--- config.mk ---
export PLATFORM = sky130hd
export DESIGN_NAME = dco_trim_cal
export DESIGN_NICKNAME = d
export VERILOG_FILES = /design/src/rtl/dco_trim_cal_pkg.sv /design/src/rtl/dco_ref_sync.sv /design/src/rtl/dco_window_meter.sv /design/src/rtl/dco_sar_ctrl.sv /design/src/rtl/dco_trim_cal.sv
export SDC_FILE = /design/constraint.sdc
export NUM_CORES = 1
export LEC_CHECK = 0
export BUFFER_PORTS_ARGS = -buffer_cell sky130_fd_sc_hd__buf_2
export CELL_PAD_IN_SITES_DETAIL_PLACEMENT = 0
export CELL_PAD_IN_SITES_GLOBAL_PLACEMENT = 1
export CORE_MARGIN = 2
export CORE_UTILIZATION = 40
export CTS_CLUSTER_DIAMETER = 120
export DETAILED_ROUTE_END_ITERATION = 10
export PLACE_DENSITY_LB_ADDON = 0.3
export SETUP_SLACK_MARGIN = 0.5
export SLEW_MARGIN = 20
export SYNTH_ARGS = -nofsm -noshare
export SYNTH_HDL_FRONTEND = slang
export SYNTH_SLANG_ARGS = --single-unit
--- constraint.sdc ---
create_clock -name clk -period 3.1 [get_ports clk]
set_input_delay 0.465 -clock clk [delete_from_list [all_inputs] [get_ports clk]]
set_output_delay 0.465 -clock clk [all_outputs]
set_load 0.01 [all_outputs]
--- src/rtl/dco_trim_cal_pkg.sv ---
package dco_trim_cal_pkg;

    localparam int TRIM_W = 12;
    localparam int FAST_W = 16;

    typedef logic [TRIM_W-1:0] trim_t;
    typedef logic [FAST_W-1:0] fast_t;

    // Layout of the trim word as seen by the oscillator.
    typedef struct packed {
        logic       spare;
        logic [2:0] range;
        logic [2:0] tap;
        logic [4:0] modul;
    } trim_fields_t;

    typedef enum logic {
        SAR_IDLE    = 1'b0,
        SAR_MEASURE = 1'b1
    } sar_state_t;

    localparam trim_t TOP_STEP = trim_t'(1) << (TRIM_W - 1);

    // Modulation is meaningless at the highest tap, so clear it there.
    function automatic trim_t settle_word(trim_t w);
        trim_fields_t f;
        f = trim_fields_t'(w);
        if (&f.tap) begin
            f.modul = '0;
        end
        return trim_t'(f);
    endfunction

    function automatic fast_t wrap_diff(fast_t later, fast_t earlier);
        return later - earlier;
    endfunction

endpackage

--- src/rtl/dco_ref_sync.sv ---
module dco_ref_sync #(
    parameter int SYNC_STAGES = 2
) (
    input  logic clk,
    input  logic rst,
    input  logic ref_in,
    output logic tick
);
    logic [SYNC_STAGES:0] chain;

    always_ff @(posedge clk) begin
        if (rst) begin
            chain <= '0;
        end else begin
            chain <= {chain[SYNC_STAGES-1:0], ref_in};
        end
    end

    // Rising edge of the synchronised reference.
    assign tick = chain[SYNC_STAGES-1] & ~chain[SYNC_STAGES];
endmodule

--- src/rtl/dco_window_meter.sv ---
module dco_window_meter
    import dco_trim_cal_pkg::*;
#(
    parameter int WINDOW_TICKS = 8,
    parameter int NUM_SAMPLES  = 2
) (
    input  logic  clk,
    input  logic  rst,
    input  logic  arm,
    input  logic  tick,
    input  fast_t fast_count,
    output logic  meas_valid,
    output fast_t meas_delta
);
    localparam int WCNT_W = $clog2(WINDOW_TICKS + 1);
    localparam int SIDX_W = $clog2(NUM_SAMPLES + 1);

    logic              active;
    logic [WCNT_W-1:0] wcnt;
    logic [SIDX_W-1:0] sidx;
    fast_t             prev_q, curr_q;

    always_ff @(posedge clk) begin
        if (rst) begin
            active     <= 1'b0;
            wcnt       <= '0;
            sidx       <= '0;
            prev_q     <= '0;
            curr_q     <= '0;
            meas_valid <= 1'b0;
        end else begin
            meas_valid <= 1'b0;
            if (arm) begin
                active <= 1'b1;
                wcnt   <= WCNT_W'(WINDOW_TICKS);
                sidx   <= '0;
            end else if (active && tick) begin
                if (wcnt == WCNT_W'(1)) begin
                    // Sample and re-arm on the same edge: windows abut exactly.
                    prev_q <= curr_q;
                    curr_q <= fast_count;
                    wcnt   <= WCNT_W'(WINDOW_TICKS);
                    sidx   <= sidx + SIDX_W'(1);
                    if (sidx == SIDX_W'(NUM_SAMPLES - 1)) begin
                        active     <= 1'b0;
                        meas_valid <= 1'b1;
                    end
                end else begin
                    wcnt <= wcnt - WCNT_W'(1);
                end
            end
        end
    end

    assign meas_delta = wrap_diff(curr_q, prev_q);
endmodule

--- src/rtl/dco_sar_ctrl.sv ---
module dco_sar_ctrl
    import dco_trim_cal_pkg::*;
#(
    parameter fast_t TARGET_DELTA = fast_t'(1024)
) (
    input  logic  clk,
    input  logic  rst,
    input  logic  start,
    input  logic  meas_valid,
    input  fast_t meas_delta,
    output logic  arm,
    output logic  busy,
    output logic  done,
    output trim_t trim
);
    sar_state_t state;
    trim_t      acc, step;
    trim_t      kept;
    logic       last_step;

    assign kept      = (meas_delta <= TARGET_DELTA) ? (acc | step) : acc;
    assign last_step = step[0];

    always_ff @(posedge clk) begin
        if (rst) begin
            state <= SAR_IDLE;
            acc   <= '0;
            step  <= '0;
            trim  <= '0;
            arm   <= 1'b0;
            busy  <= 1'b0;
            done  <= 1'b0;
        end else begin
            arm  <= 1'b0;
            done <= 1'b0;
            unique case (state)
                SAR_IDLE: begin
                    if (start) begin
                        acc   <= '0;
                        step  <= TOP_STEP;
                        trim  <= TOP_STEP;
                        arm   <= 1'b1;
                        busy  <= 1'b1;
                        state <= SAR_MEASURE;
                    end
                end
                SAR_MEASURE: begin
                    if (meas_valid) begin
                        if (last_step) begin
                            trim  <= settle_word(kept);
                            acc   <= kept;
                            busy  <= 1'b0;
                            done  <= 1'b1;
                            state <= SAR_IDLE;
                        end else begin
                            acc  <= kept;
                            step <= step >> 1;
                            trim <= kept | (step >> 1);
                            arm  <= 1'b1;
                        end
                    end
                end
                default: state <= SAR_IDLE;
            endcase
        end
    end
endmodule

--- src/rtl/dco_trim_cal.sv ---
module dco_trim_cal
    import dco_trim_cal_pkg::*;
#(
    parameter fast_t TARGET_DELTA = fast_t'(1024),
    parameter int    WINDOW_TICKS = 8,
    parameter int    NUM_SAMPLES  = 2,
    parameter int    SYNC_STAGES  = 2
) (
    input  logic              clk,
    input  logic              rst,
    input  logic              start,
    input  logic              ref_clk_in,
    input  logic [FAST_W-1:0] fast_count,
    output logic              busy,
    output logic              done,
    output logic [TRIM_W-1:0] trim
);
    logic  ref_tick;
    logic  arm;
    logic  meas_valid;
    fast_t meas_delta;

    dco_ref_sync #(.SYNC_STAGES(SYNC_STAGES)) u_sync (
        .clk    (clk),
        .rst    (rst),
        .ref_in (ref_clk_in),
        .tick   (ref_tick)
    );

    dco_window_meter #(
        .WINDOW_TICKS (WINDOW_TICKS),
        .NUM_SAMPLES  (NUM_SAMPLES)
    ) u_meter (
        .clk        (clk),
        .rst        (rst),
        .arm        (arm),
        .tick       (ref_tick),
        .fast_count (fast_count),
        .meas_valid (meas_valid),
        .meas_delta (meas_delta)
    );

    dco_sar_ctrl #(.TARGET_DELTA(TARGET_DELTA)) u_sar (
        .clk        (clk),
        .rst        (rst),
        .start      (start),
        .meas_valid (meas_valid),
        .meas_delta (meas_delta),
        .arm        (arm),
        .busy       (busy),
        .done       (done),
        .trim       (trim)
    );
endmodule

---- Yosys cells after proc, flatten, opt, wreduce, memory -nomap -nowiden ----
Cells that the tools add are included.
cells by class
  add/sub/neg operators ................... 3
  bitwise gates (word level) .............. 9
  reductions and logical operators ........ 14
  $lt $le $gt $ge ......................... 1
  multiplexer cells ....................... 31
  equal/unequal tests ..................... 6
operators by type and width
  operator                count
  $mux W12                8
  $pmux W12 S2            3
  $le A16 B11 Y1 const B  1
  $sub A16 B16 Y16        1
  $reduce_and A3 Y1       5
  $mux W1                 13
  $mux W4                 3
  $or A12 B11 Y12         1
  $or A12 B12 Y12         1
  $ne A2 B2 Y1 const B    4
  $not A1 Y1              6
  $pmux W1 S2             3
  $reduce_bool A2 Y1      3
  $mux W5                 1
  $eq A4 B1 Y1 const B    1
  $reduce_and A2 Y1       2
  $reduce_or A4 Y1        1
  $sub A4 B1 Y4 const B   1
  $reduce_or A3 Y1        1
  $add A2 B1 Y2 const B   1
  $eq A2 B1 Y1 const B    1
  $reduce_or A2 Y1        1
  $and A1 B1 Y1           1
  $logic_and A1 B1 Y1     1
word-level totals
  output and inout port bits .............. 14
  input bits .............................. 20
  register bits ........................... 83

---- Longest topological paths before layout ----
  depth after elaboration ................. 8
  mapped depth ............................ 13
  mapped depth without buffers ............ 11

---- By module ----
A second synthesis with hierarchy kept.
unflattened totals
  cell total of the unflattened synthesis .. 476
  area total of the unflattened synthesis .. 3872.5 sq um
modules (own cells, without submodules)
  module            cells each  times used  area each (sq um)
  dco_window_meter  284         1           2199.6
  dco_sar_ctrl      185         1           1585.3
  dco_ref_sync      7           1           87.6

---- Least setup slack after synthesis ----
No wires, ideal clock.
  kind .................................... register -> register
  from .................................... register u_meter.prev_q[6]
  to ...................................... register u_sar.trim[1]
  stages on the path, launching flop included .. 13
  slack ................................... 0.167 ns
  setup time .............................. 0.128 ns
  arrival ................................. 2.805 ns
  buffers on the path ..................... 1
  path through ............................ dfxtp_1 > inv_1 > ha_1 > clkbuf_1 > nand3_1 > o21ai_1 > nor3b_2 > xnor2_1 > or4b_1 > a211oi_2 > a41oi_1 > o41ai_4 > o21ai_1
on the way
  word-level cells in the longest chain between the ends .. 8
RTL lines
  element                 line                    source
  from (decl)             dco_window_meter.sv:21  fast_t prev_q, curr_q;
  from (signal assigned)  dco_window_meter.sv:40  prev_q <= curr_q;
  $sub A16 B16 Y16 (*)    dco_trim_cal_pkg.sv:35  return later - earlier;
  $le A16 B11 Y1 (*)      dco_sar_ctrl.sv:21      assign kept = (meas_delta <= TARGET_DELTA) ? (acc | step) : acc;
  $mux W12 (*)            dco_sar_ctrl.sv:21
  $reduce_and A3 Y1       dco_trim_cal_pkg.sv:28  if (&f.tap) begin
  $mux W5                 dco_trim_cal_pkg.sv:28
  $mux W12 (*)            dco_sar_ctrl.sv:49      if (last_step) begin
  $mux W12 (*)            dco_sar_ctrl.sv:48      if (meas_valid) begin
  $pmux W12 S2 (*)        dco_sar_ctrl.sv:36      unique case (state)
  to (signal assigned)    dco_sar_ctrl.sv:50      trim <= settle_word(kept);
  to (signal assigned)    dco_sar_ctrl.sv:58      trim <= kept | (step >> 1);
  to (decl)               dco_sar_ctrl.sv:14      output trim_t trim
Every way passes the cells marked *; elsewhere a longest branch is shown, timed or not. The select of a mux whose other input is x is not followed.
A chain may end at the register's enable or synchronous reset.

---- Final worst setup path ----
  from .................................... register u_meter.prev_q[4]
  to ...................................... register u_sar.trim[4]
Same word-level chain as after synthesis.

==> impl_metrics.toml <==
[status]
status = "finished clean"

[logic_synthesis]
syn_inst = 501
yosysWarnings = 0
synth_top_area_cell = "dfxtp_1"
async_flop_share = 0
synth_top_cell_area_share = 0.413
netlist_top_cells_area = "dfxtp_1 (41%), a21oi_1 (8.9%), nand2_1 (8.6%)"
yosys.cell_types.count = 58
synth_fp_nets = 539
synth_seq_cells = 83
synth-edff-count = 0
ys_seq_area_frac = 0.413
netlist_area_mm2 = 0.00403
synth-main-ff-cell = "dfxtp_1"
avgSynthCellArea_um2 = 8.04

[die]
core_area_mm2 = 0.00977
io_pins = 34
die_w_um = 104
std_cell_rows = 36
start_util = 0.412
die_h_um = 104
dieArea_mm2 = 0.0109

[final_layout]
drive_gt1_frac = 0.256
multi_input_area_mm2 = 0.00248
fillers = 940
final_cells = 675
nets = 575
diodes = 0
fin_util = 0.514
final-seq-area_mm2 = 0.00167
area_growth_pct = 24.7

[setup_path]
cp-startpoint = "u_meter.prev_q[4]"
critPathArrivalTime_ns = 3.32
cp-end-kind = "flop"
worstPathRequired_ns = 3.34
reg2reg_slack_ns = 0.02
start_kind = "flop"
cp_max_fo = 6
worst-r2r-cell-count = 11
critical_path_class = "reg2reg"
timing.rr.start = "u_meter.prev_q[4]"
cp-endpoint = "u_sar.trim[4]"
r2r_end = "u_sar.trim[4]"

[sta]
period_share = 0.995
fin_crit_ns = 3.08
maxSlewViolCount = 0
worstMarginPinSlew_ns = 0.776
timing.fmax_mhz = 324
fin_skew_ns = 0.00342
hold_viol = 0
rsz0062_at_grt = "yes"
finalSetupViolations = 0
slew_headroom = 0.483

[cts]
numCtsBuffers = 9
root_buffer = "clkbuf_8"
clk_latency_ns = 0.35
cts_max_level = 3
cts_sinks = 83
clk_path_buf_depth = 2
path_clk_slew_ns = 0.08
cts_tree = "done"
postCtsHoldBufs = 0

[min_path]
hold_class = "in2reg"

[pwr]
share_comb_of_total_power = 0.035
p_int_uw = 1520
vdd_drop_max_mv = 0.325
seq_power_share = 0.548
p_sw_frac = 0.230
p_leak_uw = 0.00182
power_switching_uw = 454
power.density_mw_per_mm2 = 393
clockPowerShare = 0.417

[global_routing]
grt_antenna_before_repair = 0
grt_overflow_total = 0
grt_max_degree = 70
grt_use_total = 0.184
grt_pass1_vias = 3593
grt_pass1_wl_um = 16600

[placement]
dp_hpwl_um = 6280
dp.cells = 650
gp_congestion = 0.773
portBuffers = 33

[drt]
viasPerCell = 5.37
drt-total-wl_um = 9750
drcViolationCount = 0
drt_pre_antenna_iters = 5
ant_nets = 0
routedWlPerCell_um = 14.4
first_iter_violations = 149
num_vias = 3627

[flow_run]
maxCapViolations = 0
worst max-delay path: stages, from the launching register on:
cell and delay (ns):
dfxtp_2 0.33, inv_1 0.05, ha_4 0.30, and3_4 0.20
o2111a_2 0.25, nor3b_2 0.06, xnor2_1 0.12, or4b_4 0.51
a211oi_4 0.35, a41oi_2 0.21, o41ai_4 0.48, o21ai_1 0.10
final cells by class:
class / count / share of cell area
Sequential cell: 83 / 0.333
Timing Repair Buffer: 55 / 0.0795
Multi-Input combinational cell: 364 / 0.494
Clock buffer: 11 / 0.0302
Tap cell: 133 / 0.0331
Inverter: 24 / 0.0179
Clock inverter: 5 / 0.0120
layout by cell type, fill, tap and decap left out, types with 3 or more instances in the layout:
cell	instances
buf_4	17
nor3_1	10
nand2_4	3
dfxtp_1	75
and2_1	3
nand3_4	3
nor2_1	37
o21ai_1	4
ha_4	8
a31oi_1	11
buf_2	33
clkbuf_8	11
nor4_1	4
inv_1	23
a211oi_2	3
dfxtp_2	8
nand3_1	14
a21oi_2	11
ha_1	9
nor2b_1	5
a221oi_1	4
xnor2_1	8
o21ai_0	10
nand2_1	89
a311oi_2	3
o211ai_1	3
nand2b_1	6
a41oi_2	3
a21oi_1	60
a22oi_1	4
sequential cells by signal, summed over array words and instances, names as in the netlist, 2 cells and up:
register,flops
u_sync.chain,3
u_sar.step,12
u_meter.sidx,2
u_sar.acc,12
u_sar.trim,12
u_meter.curr_q,16
u_meter.prev_q,16
u_meter.wcnt,4
layer usage:
metal	routed length, um	global-route usage	up-vias
met5	0	0	-
met4	168	0.0772	0
met3	231	0.0276	14
met2	5000	0.319	44
met1	4350	0.226	1738
li1	-	-	1831
metrics by stage:
stage / area (um2) / hold slack [ns] / setup WS [ns] / TNS, ns / total power [uW]
6_report: 5020 / 0.328 / 0.0157 / 0 / 1970
5_1_grt: 5020 / 0.334 / -0.151 / -1.12 / 2050
4_1_cts: 4930 / 0.320 / 0.0381 / 0 / 2000
3_5_place_dp: 4450 / 0.436 / -0.0515 / -0.143 / 1170
3_3_place_gp: 4450 / 0.433 / 0.0392 / 0 / 1170
2_1_floorplan: 4140 / 0.414 / 0.263 / 0 / 1140
synthesized netlist by cell type (all sizes together) (8+ instances only):
library cell	instances
nand2	92
dfxtp	83
a21oi	73
nor2	37
clkbuf	24
inv	24
ha	18
nand3	17
o21ai	15
a31oi	11
nor3	11
nor2b	8
xnor2	8
worst min-delay path by stage:
stage	from	endpoint	slack (ns)	cells after the start
floorplan	u_sync.chain[0]	u_sync.chain[1]	0.41	1
global placement	u_sync.chain[0]	u_sync.chain[1]	0.43	1
detailed placement	u_sync.chain[0]	u_sync.chain[1]	0.44	1
CTS	ref_clk_in	u_sync.chain[0]	0.32	2
global route	fast_count[5]	u_meter.curr_q[5]	0.33	3
finish	ref_clk_in	u_sync.chain[0]	0.33	2
power groups by stage:
stage | logic [uW] | registers, uW | clock network [uW]
finish | 69.6 | 1080 | 823
global route | 76.4 | 1080 | 891
CTS | 68.9 | 1080 | 851
detailed placement | 64.4 | 1110 | 0
global placement | 63.5 | 1110 | 0
floorplan | 39.0 | 1100 | 0
logic make-up after synthesis:
kind of cell,count (synthesis),synth area share
compound gates,144,0.240
xor+xnor,9,0.0196
fa+ha+maj,18,0.0559
buf+inv,54,0.0513
flops,83,0.413
mux,2,0.00528
simple gates,191,0.216
timing repair:
item                                    4_1_cts  5_1_grt
setup buffers                                 6        1
pin swaps                                    18       15
endpoints found under the setup margin       24       24
gates cloned                                  2        0
gates resized for setup                      37       18
(Power assumes the default switching activity.)
